File: config.mk
export PLATFORM = sky130hd
export DESIGN_NAME = sbu_top
export DESIGN_NICKNAME = d
export VERILOG_FILES = /design/src/rtl/sbu_pkg.sv /design/src/rtl/sbu_shift_core.sv /design/src/rtl/sbu_bit_core.sv /design/src/rtl/sbu_flag_sel.sv /design/src/rtl/sbu_top.sv
export SDC_FILE = /design/constraint.sdc
export NUM_CORES = 1
export LEC_CHECK = 0
export BUFFER_PORTS_ARGS = -buffer_cell sky130_fd_sc_hd__buf_4
export CAP_MARGIN = 20
export CORE_ASPECT_RATIO = 1.4
export CORE_MARGIN = 4
export CORE_UTILIZATION = 50
export DETAILED_ROUTE_END_ITERATION = 12
export PLACE_DENSITY = 0.79
export SYNTH_ARGS = -nofsm -noshare
export SYNTH_HDL_FRONTEND = slang
export SYNTH_SLANG_ARGS = --single-unit
File: constraint.sdc
create_clock -name clk -period 2.1 [get_ports clk]
set_clock_uncertainty 0.15 [all_clocks]
set_input_delay 0.42 -clock clk [delete_from_list [all_inputs] [get_ports clk]]
set_output_delay 0.42 -clock clk [all_outputs]
set_load 0.02 [all_outputs]
File: src/rtl/sbu_pkg.sv
package sbu_pkg;
  localparam int DATA_W = 8;
  localparam int IDX_W  = $clog2(DATA_W);
  localparam int FLAG_W = 4;
  // flag bit positions inside the flag vector
  localparam int FZ = 3;
  localparam int FN = 2;
  localparam int FH = 1;
  localparam int FC = 0;

  typedef enum logic [3:0] {
    OP_RLT  = 4'd0,
    OP_RRT  = 4'd1,
    OP_RLC  = 4'd2,
    OP_RRC  = 4'd3,
    OP_SLA  = 4'd4,
    OP_SRA  = 4'd5,
    OP_SRL  = 4'd6,
    OP_SWAP = 4'd7,
    OP_BTST = 4'd8,
    OP_BCLR = 4'd9,
    OP_BSET = 4'd10
  } sbu_op_e;
endpackage

File: src/rtl/sbu_shift_core.sv
module sbu_shift_core
  import sbu_pkg::*;
#(
  parameter int W = DATA_W
) (
  input  logic [3:0]   op,
  input  logic [W-1:0] operand,
  input  logic         carry_in,
  output logic [W-1:0] sh_res,
  output logic         sh_carry
);
  localparam int HALF = W / 2;

  always_comb begin
    sh_res   = operand;
    sh_carry = carry_in;
    case (op)
      OP_RLT: begin
        sh_res   = {operand[W-2:0], carry_in};
        sh_carry = operand[W-1];
      end
      OP_RRT: begin
        sh_res   = {carry_in, operand[W-1:1]};
        sh_carry = operand[0];
      end
      OP_RLC: begin
        sh_res   = {operand[W-2:0], operand[W-1]};
        sh_carry = operand[W-1];
      end
      OP_RRC: begin
        sh_res   = {operand[0], operand[W-1:1]};
        sh_carry = operand[0];
      end
      OP_SLA: begin
        sh_res   = {operand[W-2:0], 1'b0};
        sh_carry = operand[W-1];
      end
      OP_SRA: begin
        sh_res   = {operand[W-1], operand[W-1:1]};
        sh_carry = operand[0];
      end
      OP_SRL: begin
        sh_res   = {1'b0, operand[W-1:1]};
        sh_carry = operand[0];
      end
      OP_SWAP: begin
        sh_res   = {operand[HALF-1:0], operand[W-1:HALF]};
        sh_carry = 1'b0;
      end
      default: begin
        sh_res   = operand;
        sh_carry = carry_in;
      end
    endcase
  end
endmodule

File: src/rtl/sbu_bit_core.sv
module sbu_bit_core
  import sbu_pkg::*;
#(
  parameter int W  = DATA_W,
  parameter int IW = IDX_W
) (
  input  logic [W-1:0]  operand,
  input  logic [IW-1:0] bit_idx,
  input  logic          set_mode,
  output logic [W-1:0]  bit_res,
  output logic          bit_val
);
  logic [W-1:0] sel_mask;

  for (genvar i = 0; i < W; i++) begin : g_dec
    assign sel_mask[i] = (bit_idx == IW'(i));
  end

  assign bit_val = |(operand & sel_mask);
  assign bit_res = set_mode ? (operand | sel_mask) : (operand & ~sel_mask);
endmodule

File: src/rtl/sbu_flag_sel.sv
module sbu_flag_sel
  import sbu_pkg::*;
#(
  parameter int W  = DATA_W,
  parameter int FW = FLAG_W
) (
  input  logic [3:0]    op,
  input  logic          short_rot,
  input  logic [W-1:0]  operand,
  input  logic [FW-1:0] flags_in,
  input  logic [W-1:0]  sh_res,
  input  logic          sh_carry,
  input  logic [W-1:0]  bit_res,
  input  logic          bit_val,
  output logic [W-1:0]  res_n,
  output logic          we_n,
  output logic [FW-1:0] flags_n
);
  logic is_rot;
  logic sh_zero;

  assign is_rot  = (op <= 4'(OP_RRC));
  assign sh_zero = (sh_res == '0);

  always_comb begin
    res_n   = operand;
    we_n    = 1'b0;
    flags_n = flags_in;
    case (op)
      OP_RLT, OP_RRT, OP_RLC, OP_RRC, OP_SLA, OP_SRA, OP_SRL, OP_SWAP: begin
        res_n       = sh_res;
        we_n        = 1'b1;
        flags_n     = '0;
        flags_n[FZ] = (short_rot && is_rot) ? 1'b0 : sh_zero;
        flags_n[FC] = sh_carry;
      end
      OP_BTST: begin
        flags_n[FZ] = ~bit_val;
        flags_n[FN] = 1'b0;
        flags_n[FH] = 1'b1;
      end
      OP_BCLR, OP_BSET: begin
        res_n = bit_res;
        we_n  = 1'b1;
      end
      default: begin
        res_n   = operand;
        we_n    = 1'b0;
        flags_n = flags_in;
      end
    endcase
  end
endmodule

File: src/rtl/sbu_top.sv
module sbu_top
  import sbu_pkg::*;
(
  input  logic              clk,
  input  logic              rst_n,
  input  logic              issue,
  input  logic [3:0]        op,
  input  logic              short_rot,
  input  logic [IDX_W-1:0]  bit_idx,
  input  logic [DATA_W-1:0] operand,
  input  logic [FLAG_W-1:0] flags_in,
  output logic [DATA_W-1:0] result,
  output logic              result_we,
  output logic [FLAG_W-1:0] flags_out
);
  logic [DATA_W-1:0] sh_res, bit_res, res_n;
  logic              sh_carry, bit_val, we_n;
  logic [FLAG_W-1:0] flags_n;
  logic [DATA_W-1:0] res_q;
  logic              we_q;
  logic [FLAG_W-1:0] flags_q;

  sbu_shift_core #(.W(DATA_W)) u_shift (
    .op       (op),
    .operand  (operand),
    .carry_in (flags_in[FC]),
    .sh_res   (sh_res),
    .sh_carry (sh_carry)
  );

  sbu_bit_core #(.W(DATA_W), .IW(IDX_W)) u_bit (
    .operand  (operand),
    .bit_idx  (bit_idx),
    .set_mode (op == 4'(OP_BSET)),
    .bit_res  (bit_res),
    .bit_val  (bit_val)
  );

  sbu_flag_sel #(.W(DATA_W), .FW(FLAG_W)) u_sel (
    .op        (op),
    .short_rot (short_rot),
    .operand   (operand),
    .flags_in  (flags_in),
    .sh_res    (sh_res),
    .sh_carry  (sh_carry),
    .bit_res   (bit_res),
    .bit_val   (bit_val),
    .res_n     (res_n),
    .we_n      (we_n),
    .flags_n   (flags_n)
  );

  // strobe register: cleared on idle cycles
  always_ff @(posedge clk or negedge rst_n) begin
    if (!rst_n) we_q <= 1'b0;
    else        we_q <= issue & we_n;
  end

  // data and flag registers: clock-enabled by issue
  always_ff @(posedge clk or negedge rst_n) begin
    if (!rst_n) begin
      res_q   <= '0;
      flags_q <= '0;
    end else if (issue) begin
      res_q   <= res_n;
      flags_q <= flags_n;
    end
  end

  assign result    = res_q;
  assign result_we = we_q;
  assign flags_out = flags_q;
endmodule

# After elaboration in Yosys (flattened, before gate mapping)
# Cells that the tools add are included.
# word_totals
elab_cells	45
input_bits	23
out_inout_bits	13
reg_bits	13
# op_classes
n_bitwise	6
magnitude_cmp	1
n_reduce_logical	10
n_eq_ne	17
n_mux	8
# op_table
op	count
$pmux W8 S8	1
$and A8 B8 Y8	2
$eq A4 B3 Y1 const B	4
$pmux W8 S2	1
$reduce_or A8 Y1	2
$eq A3 B3 Y1 const B	4
$eq A4 B4 Y1 const B	3
$reduce_or A10 Y1	1
$eq A4 B2 Y1 const B	2
$logic_not A8 Y1	1
$mux W8	1
$not A8 Y8	1
$or A8 B8 Y8	1
$eq A3 B2 Y1 const B	2
$pmux W3 S2	1
$eq A4 B1 Y1 const B	1
$le A4 B2 Y1 const B	1
$logic_not A4 Y1	1
$reduce_or A4 Y1	1
$eq A3 B1 Y1 const B	1
$logic_not A3 Y1	1
$mux W1	3
$pmux W1 S3	1
$reduce_or A3 Y1	1
other kinds (4)	4

# Longest topological paths before layout
# Gate-level depths: netlist of run 1.
# depth
ltp_word	5
depth_mapped	6
ltp_nobuf	5

# Hierarchy
# Synthesis of run 1 repeated with hierarchy kept, for this count alone.
# unflattened
hier_cells	134
hier_area_um2	1386.3
# by_module_without_submodules
mod	n_inst	area_each_um2	cells_per_inst	seq_area_each_um2
sbu_top	1	523.0	28	325.3
sbu_shift_core	1	371.6	48	0.0
sbu_flag_sel	1	256.5	36	0.0
sbu_bit_core	1	235.2	22	0.0

# Worst setup path before layout of run 1
# Ideal clock, no wire load.
# synth_timing
kind	input-to-reg
startpoint	input op[2]
endpoint	register flags_q[3] (netlist: flags_out[3])
setup_ns	0.095
cell_stages	6
arrival_time_ns	1.736
path_buffers	1
path_slack_ns	0.119
path_cell_list	and2_1 > buf_6 > mux2_4 > a311o_1 > or2_0 > o32ai_2
# synth_between
elab_chain_cells	5
elab_cells_between_ends	16
classes_between	order compare (1); eq/ne (8); mux (3); reduce/logical (4)
# synth_rtl
element	line	text
start: declaration	sbu_top.sv:7	input logic [3:0] op,
$eq A4 B3 Y1, or another cell as far along	sbu_shift_core.sv:17, sbu_flag_sel.sv:29	
$pmux W8 S8	sbu_shift_core.sv:17	case (op)
$logic_not A8 Y1	sbu_flag_sel.sv:23	assign sh_zero = (sh_res == '0);
$mux W1	sbu_flag_sel.sv:34	flags_n[FZ] = (short_rot && is_rot) ? 1'b0 : sh_zero;
$pmux W3 S2 *	sbu_flag_sel.sv:29	case (op)
end signal: assignment	sbu_top.sv:66	flags_q <= flags_n;
end: declaration	sbu_top.sv:21	logic [FLAG_W-1:0] flags_q;
# Mark *: on every way between the ends. The rest lies on a longest branch, timed or not.
# A chain may end at the register's enable or synchronous reset.

# Worst setup path after layout of run 1
# Same ends and word-level chain as after synthesis.

==> results.yml, run 1 <==
outcome:
  status: "finished clean"
worst_setup_path:
  worst_ep_required_time_ns: 2.13
  reg2reg_to: "flags_out[3]"
  path_cells: "buf_4 > and2_1 > buf_4 > mux2i_1 > a2111oi_0 > nand3_1 > o32ai_2"
  path_buf_inv: 2
  critPathTopFamily: "compound AO/OA/AOI/OAI gates"
  rr_startpoint: "flags_out[3]"
  crit_path_start: "op[2]"
  crit_type: "primary input to register"
  cp.arrival_ns: 1.88
  critPathLaunchType: "primary input"
  endpoint_kind: "register"
  worst_path_largest_cell_delay_ns: 0.43
  timing.reg2reg.setup_slack_ns: 0.99
  r2r_cells: 3
  cp_common_cell: "buf_4"
  path_max_fanout: 9
  crit_end: "flags_out[3]"
  cp.depth: 7
  slowest_stage: "a2111oi_0"
routing:
  vias: 1453
  top_layer: "met4"
  firstDrtPassIters: 4
  ant_nets: 0
  routedWlPerCell_um: 15.25
  wl_met3_um: 244
  drc_errors: 0
  vias_per_cell: 6.157
  drt_iter0_markers: 49
  dr_wl_met2_um: 1761
  wl_met1_um: 1477
  routed_wirelength_um: 3599
floorplanning:
  die_area_sq_um: 3363
  start_util: 0.5207
  core_sq_um: 2391
  dieHeight_um: 67.04
  die_x_um: 50.17
  ioPinCount: 36
  rows: 21
synth:
  synthesis.area_sq_um: 1245
  yosysMostFrequentCell: "a21oi_1"
  synth_compound_area_frac: 0.3196
  syn_nets: 193
  netlist_top_cells_count: "a21oi_1 (23), nand2_1 (19), nor2_1 (16)"
  syn-instance-count: 170
  synth.ff_latch_count: 13
  synth-seq-area-share: 0.2613
  synth-edff-count: 0
  synth_adder_area_share: 0
  ys.flop_type: "dfrtp_1"
  postSynthAreaPerCell_sq_um: 7.323
  ys_top_cells_by_area: "dfrtp_1 (26%), a21oi_1 (9.2%), nand2b_1 (6.0%)"
  synthMuxAreaShare: 0.05327
  synth_warnings: 0
  synth_cell_types: 50
  synth_top_family_by_area: "compound AO/OA/AOI/OAI gates"
  synth_area_leader_cell: "dfrtp_1"
  synthArstFlopShare: 1.000
  synth.top_cell.area_share: 0.2613
  synth-xor-area-share: 0.007035
  synth_simple_gate_area_frac: 0.2854
cts:
  postCtsSetupBuffers: 0
  insertion_delay_ns: 0.27
  cts_root_buf: "clkbuf_4"
  cts_buffers: 3
  cts_tree: "yes"
  htreeDepth: 1
  clock_sinks: 13
  clock_path_buffers: 2
  cts.clk_slew.worst_paths_ns: 0.08
timing:
  fin_ws_ns: 0.2556
  maxSlewViolCount: 0
  fmaxAchievable_mhz: 542.2
  post-route-min-period_ns: 1.844
  report.final.hold_viol_count: 0
  worst_pin_slew_ns: 0.4373
  relSlewSlack: 0.7009
  setup_viol: 0
  finalCritPeriodShare: 0.8783
  rsz0062_at_grt: "no"
final_layout:
  multi_input_area_sq_um: 828.3
  final_nets: 226
  nFillCells: 216
  regArea_sq_um: 325.3
  drive_above_1_share: 0.2475
  antenna_cells: 0
  syn_to_final_growth_pct: 26.43
  fin_util: 0.6583
global_routing:
  grt_pass1_wl_um: 6016
  overflow: 0
  grt_pass1_vias: 1329
  antenna_found_initial: 0
  grt_max_degree: 26
  grt.total_usage: 0.2297
power_and_ir_drop:
  power.internal_uw: 493.3
  comb_power_share: 0.420
  power_frac_clock: 0.195
  power_leakage_nw: 0.6695
  pwr-share-seq: 0.385
  power_density_nw_per_um2: 487.2
  p_sw_uw: 273.6
  swShare: 0.3567
  ir_drop_uv: 361.8
job:
  drv_cap: 0
placed_design:
  pre_cts_ws_ns: -0.03431
  place_congestion: 1.008
  place_hpwl_um: 2820
  portBuffers: 35
worst_hold_path:
  worstHoldPathType: "primary input to register"
-- placed cells by master (no fill, tap or decap), types with 2 or more instances in the layout --
master / instances
a2111oi_0: 2
a21oi_1: 23
a22oi_1: 2
a31oi_1: 2
a41oi_1: 2
and2_1: 2
buf_4: 42
clkbuf_4: 3
dfrtp_1: 13
inv_1: 7
mux2i_1: 4
nand2_1: 19
nand2b_1: 12
nand3_1: 4
nand4_1: 4
nor2_1: 16
nor2b_1: 3
nor3_1: 4
o211ai_1: 2
o21ai_0: 4
o221ai_1: 2
o22ai_1: 2
-- stage by stage --
| stage | power, mW | cell area [sq um] | setup TNS, ns | hold WS (ns) | instances |
|---|---|---|---|---|---|
| floorplan | 0.4846 | 1245 | 0 | -0.02559 | 170 |
| global placement | 0.6119 | 1538 | -0.03440 | 0.1186 | 231 |
| detailed placement | 0.6175 | 1538 | -0.03431 | 0.1217 | 231 |
| CTS | 0.7734 | 1574 | 0 | 0.2485 | 236 |
| global route | 0.8178 | 1574 | 0 | 0.2646 | 236 |
| finish | 0.7669 | 1574 | 0 | 0.2575 | 236 |
-- layout make-up --
class | instances | share of cell area
multi-input combinational | 135 | 0.5262
sequential | 13 | 0.2067
tap | 34 | 0.02703
inverter | 7 | 0.01669
clock buffer | 4 | 0.01669
timing repair buffer | 43 | 0.2067
-- sequential cells by signal, indices dropped and copies added, names as in the netlist --
name / cells
result: 8
flags_out: 4
result_we: 1
-- power groups by stage --
stage | sequential (mW) | clock (mW) | combinational (mW)
2_1_floorplan | 0.333 | 0 | 0.151
3_3_place_gp | 0.298 | 0 | 0.314
3_5_place_dp | 0.300 | 0 | 0.318
4_1_cts | 0.295 | 0.157 | 0.322
5_1_grt | 0.298 | 0.167 | 0.353
6_report | 0.295 | 0.150 | 0.322
-- worst register-to-register path, cell delays in order, from the launching register on --
cell,delay [ns]
dfrtp_1,0.37
nor2_1,0.07
or2_0,0.22
o32ai_2,0.21
-- worst min path at each step --
stage               start            to  slack (ns)  depth (start not counted)
global placement    rst_n     result[7]        0.12                          1
finish              op[3]     result[7]        0.26                          2
floorplan           rst_n  flags_out[0]       -0.03                          0
CTS                 op[3]     result[7]        0.25                          2
global route        op[3]     result[7]        0.26                          2
detailed placement  rst_n     result[7]        0.12                          1
-- per-layer routing --
layer / GRT usage / vias up
met1: 0.2792 / 668
met3: 0.03356 / 12
met2: 0.3791 / 75
met5: 0 / -
met4: 0.1349 / 0
li1: - / 698
-- cell families (layout without fill, tap and decap cells) --
kind of cell / count (synthesis) / count (layout)
buffers and inverters: 22 / 54
multiplexers: 6 / 6
flip-flops: 13 / 13
AO/OA/AOI/OAI: 57 / 57
AND/OR/NAND/NOR: 71 / 71
XOR/XNOR: 1 / 1
-- timing repair --
item | 4_1_cts | 5_1_grt
hold endpoints to repair | 13 | 0
resized for setup | 0 | 0
hold buffers | 1 | 0
Note: power is estimated with default switching activity, not from simulation.
==> run 2, diff against run 1 <==
PLACE_DENSITY = 0.75   (was 0.79)
==> results.yml, run 2 (same netlist as run 1, synthesis figures left out) <==
cts:
  post_cts_resized: 0
  cts_buffers: 3
  insertion_delay_ns: 0.28
  htreeDepth: 1
  cts_root_buf: "clkbuf_4"
  clock_path_buffers: 2
  cts_tree: "yes"
  cts.clk_slew.worst_paths_ns: 0.07
  clock_sinks: 13
floorplanning:
  die_area_sq_um: 3363
  dieHeight_um: 67.04
  ioPinCount: 36
  start_util: 0.5207
  rows: 21
  die_x_um: 50.17
  core_sq_um: 2391
final_layout:
  antenna_cells: 0
  nFillCells: 225
  regArea_sq_um: 325.3
  final_nets: 229
  layout_common_cells: "buf_4 (45), a21oi_1 (23), nand2_1 (19)"
  multi_input_area_sq_um: 828.3
  drive_above_1_share: 0.2585
  largest_register_ffs: 8
  syn_to_final_growth_pct: 28.24
  final_cell_area_sq_um: 1597
  layout_commonest_cell: "buf_4"
timing:
  fmaxAchievable_mhz: 565.5
  worst_pin_slew_ns: 0.4717
  holdWs_ns: 0.2595
  report.final.hold_viol_count: 0
  setup_viol: 0
  maxSlewViolCount: 0
  fin_ws_ns: 0.3315
  tns_ns: 0
  post-route-min-period_ns: 1.768
  rsz0062_at_grt: "no"
  relSlewSlack: 0.6826
  finalCritPeriodShare: 0.8421
global_routing:
  grt.total_usage: 0.2310
  antenna_found_initial: 0
  grt_pass1_vias: 1326
  overflow: 0
  grt_max_degree: 26
  grt_pass1_wl_um: 5982
routing:
  vias_per_cell: 5.954
  firstDrtPassIters: 4
  drt_iter0_markers: 63
  routed_wirelength_um: 3699
  drc_errors: 0
  ant_nets: 0
  vias: 1423
  routedWlPerCell_um: 15.48
worst_setup_path:
  worst_ep_required_time_ns: 2.15
  cp.arrival_ns: 1.81
  path_max_fanout: 5
  endpoint_kind: "register"
  r2r_cells: 3
  critPathLaunchType: "primary input"
  timing.reg2reg.setup_slack_ns: 1.02
  reg2reg_to: "flags_out[3]"
  rr_startpoint: "flags_out[3]"
  crit_type: "primary input to register"
placed_design:
  pre_cts_ws_ns: 0.03472
  place_area_sq_um: 1560
  portBuffers: 35
  place_congestion: 0.9472
  place_hpwl_um: 2909
worst_hold_path:
  worstHoldPathType: "primary input to register"
  min_from: "flags_in[2]"
  hold_depth: 3
  hold_path_end: "flags_out[2]"
outcome:
  status: "finished clean"
power_and_ir_drop:
  power_leakage_nw: 0.6843
  power_uw: 779.0
  ir_drop_uv: 333.6
  power_density_nw_per_um2: 487.9
job:
  drv_cap: 0
run 2: changes by cell type in the layout (fill, tap and decap cells not counted):
cell,change
buf_4,+3
run 2: how the worst max path moves through the flow:
stage | startpoint | endpoint | slack [ns] | cells after the start
finish | op[2] | flags_out[3] | 0.33 | 6
global route | op[1] | flags_out[3] | 0.25 | 7
CTS | op[2] | flags_out[3] | 0.32 | 6
detailed placement | op[2] | flags_out[3] | 0.03 | 6
global placement | op[2] | flags_out[3] | 0.05 | 6
floorplan | op[2] | flags_out[3] | 0.12 | 6
run 2: per-stage QoR:
| stage | cells | util |
|---|---|---|
| 4_1_cts | 239 | 0.6677 |
| 6_report | 239 | 0.6677 |
| 2_1_floorplan | 170 | - |
| 3_3_place_gp | 234 | 0.6525 |
| 3_5_place_dp | 234 | 0.6525 |
| 5_1_grt | 239 | 0.6677 |
run 2: power by group:
| group | leakage, nW | switching [mW] | total, mW | internal, mW |
|---|---|---|---|---|
| logic | 0.516 | 0.183 | 0.328 | 0.145 |
| clock network | 0.0150 | 0.0830 | 0.157 | 0.0740 |
| registers | 0.153 | 0.0155 | 0.294 | 0.278 |
| total | 0.684 | 0.282 | 0.779 | 0.497 |
run 2: repair_timing:
action	in CTS	in global routing
endpoints found under the setup margin	0	0
hold buffers	1	0
hold endpoints to repair	13	0
setup buffers	0	0
run 2: area by class of cell:
class                   instances  share of cell area
well taps                      34             0.02665
clock buffers                   4             0.01646
flip-flops and latches         13              0.2038
repair buffers                 46              0.2179
multi-input cells             135              0.5188
inverters                       7             0.01646
run 2: per-layer routing:
| layer | vias to the layer above | global-route usage | routed length, um |
|---|---|---|---|
| met3 | 9 | 0.03132 | 213 |
| met5 | - | 0 | 0 |
| li1 | 694 | - | - |
| met2 | 53 | 0.4069 | 1865 |
| met1 | 667 | 0.2680 | 1514 |
| met4 | 0 | 0.1176 | 105 |
run 2: worst max-delay path, stage by stage:
cell and delay [ns]:
buf_4 0.12, and2_1 0.17, mux2_4 0.29, a311o_1 0.37, or2_0 0.24, o32ai_2 0.20
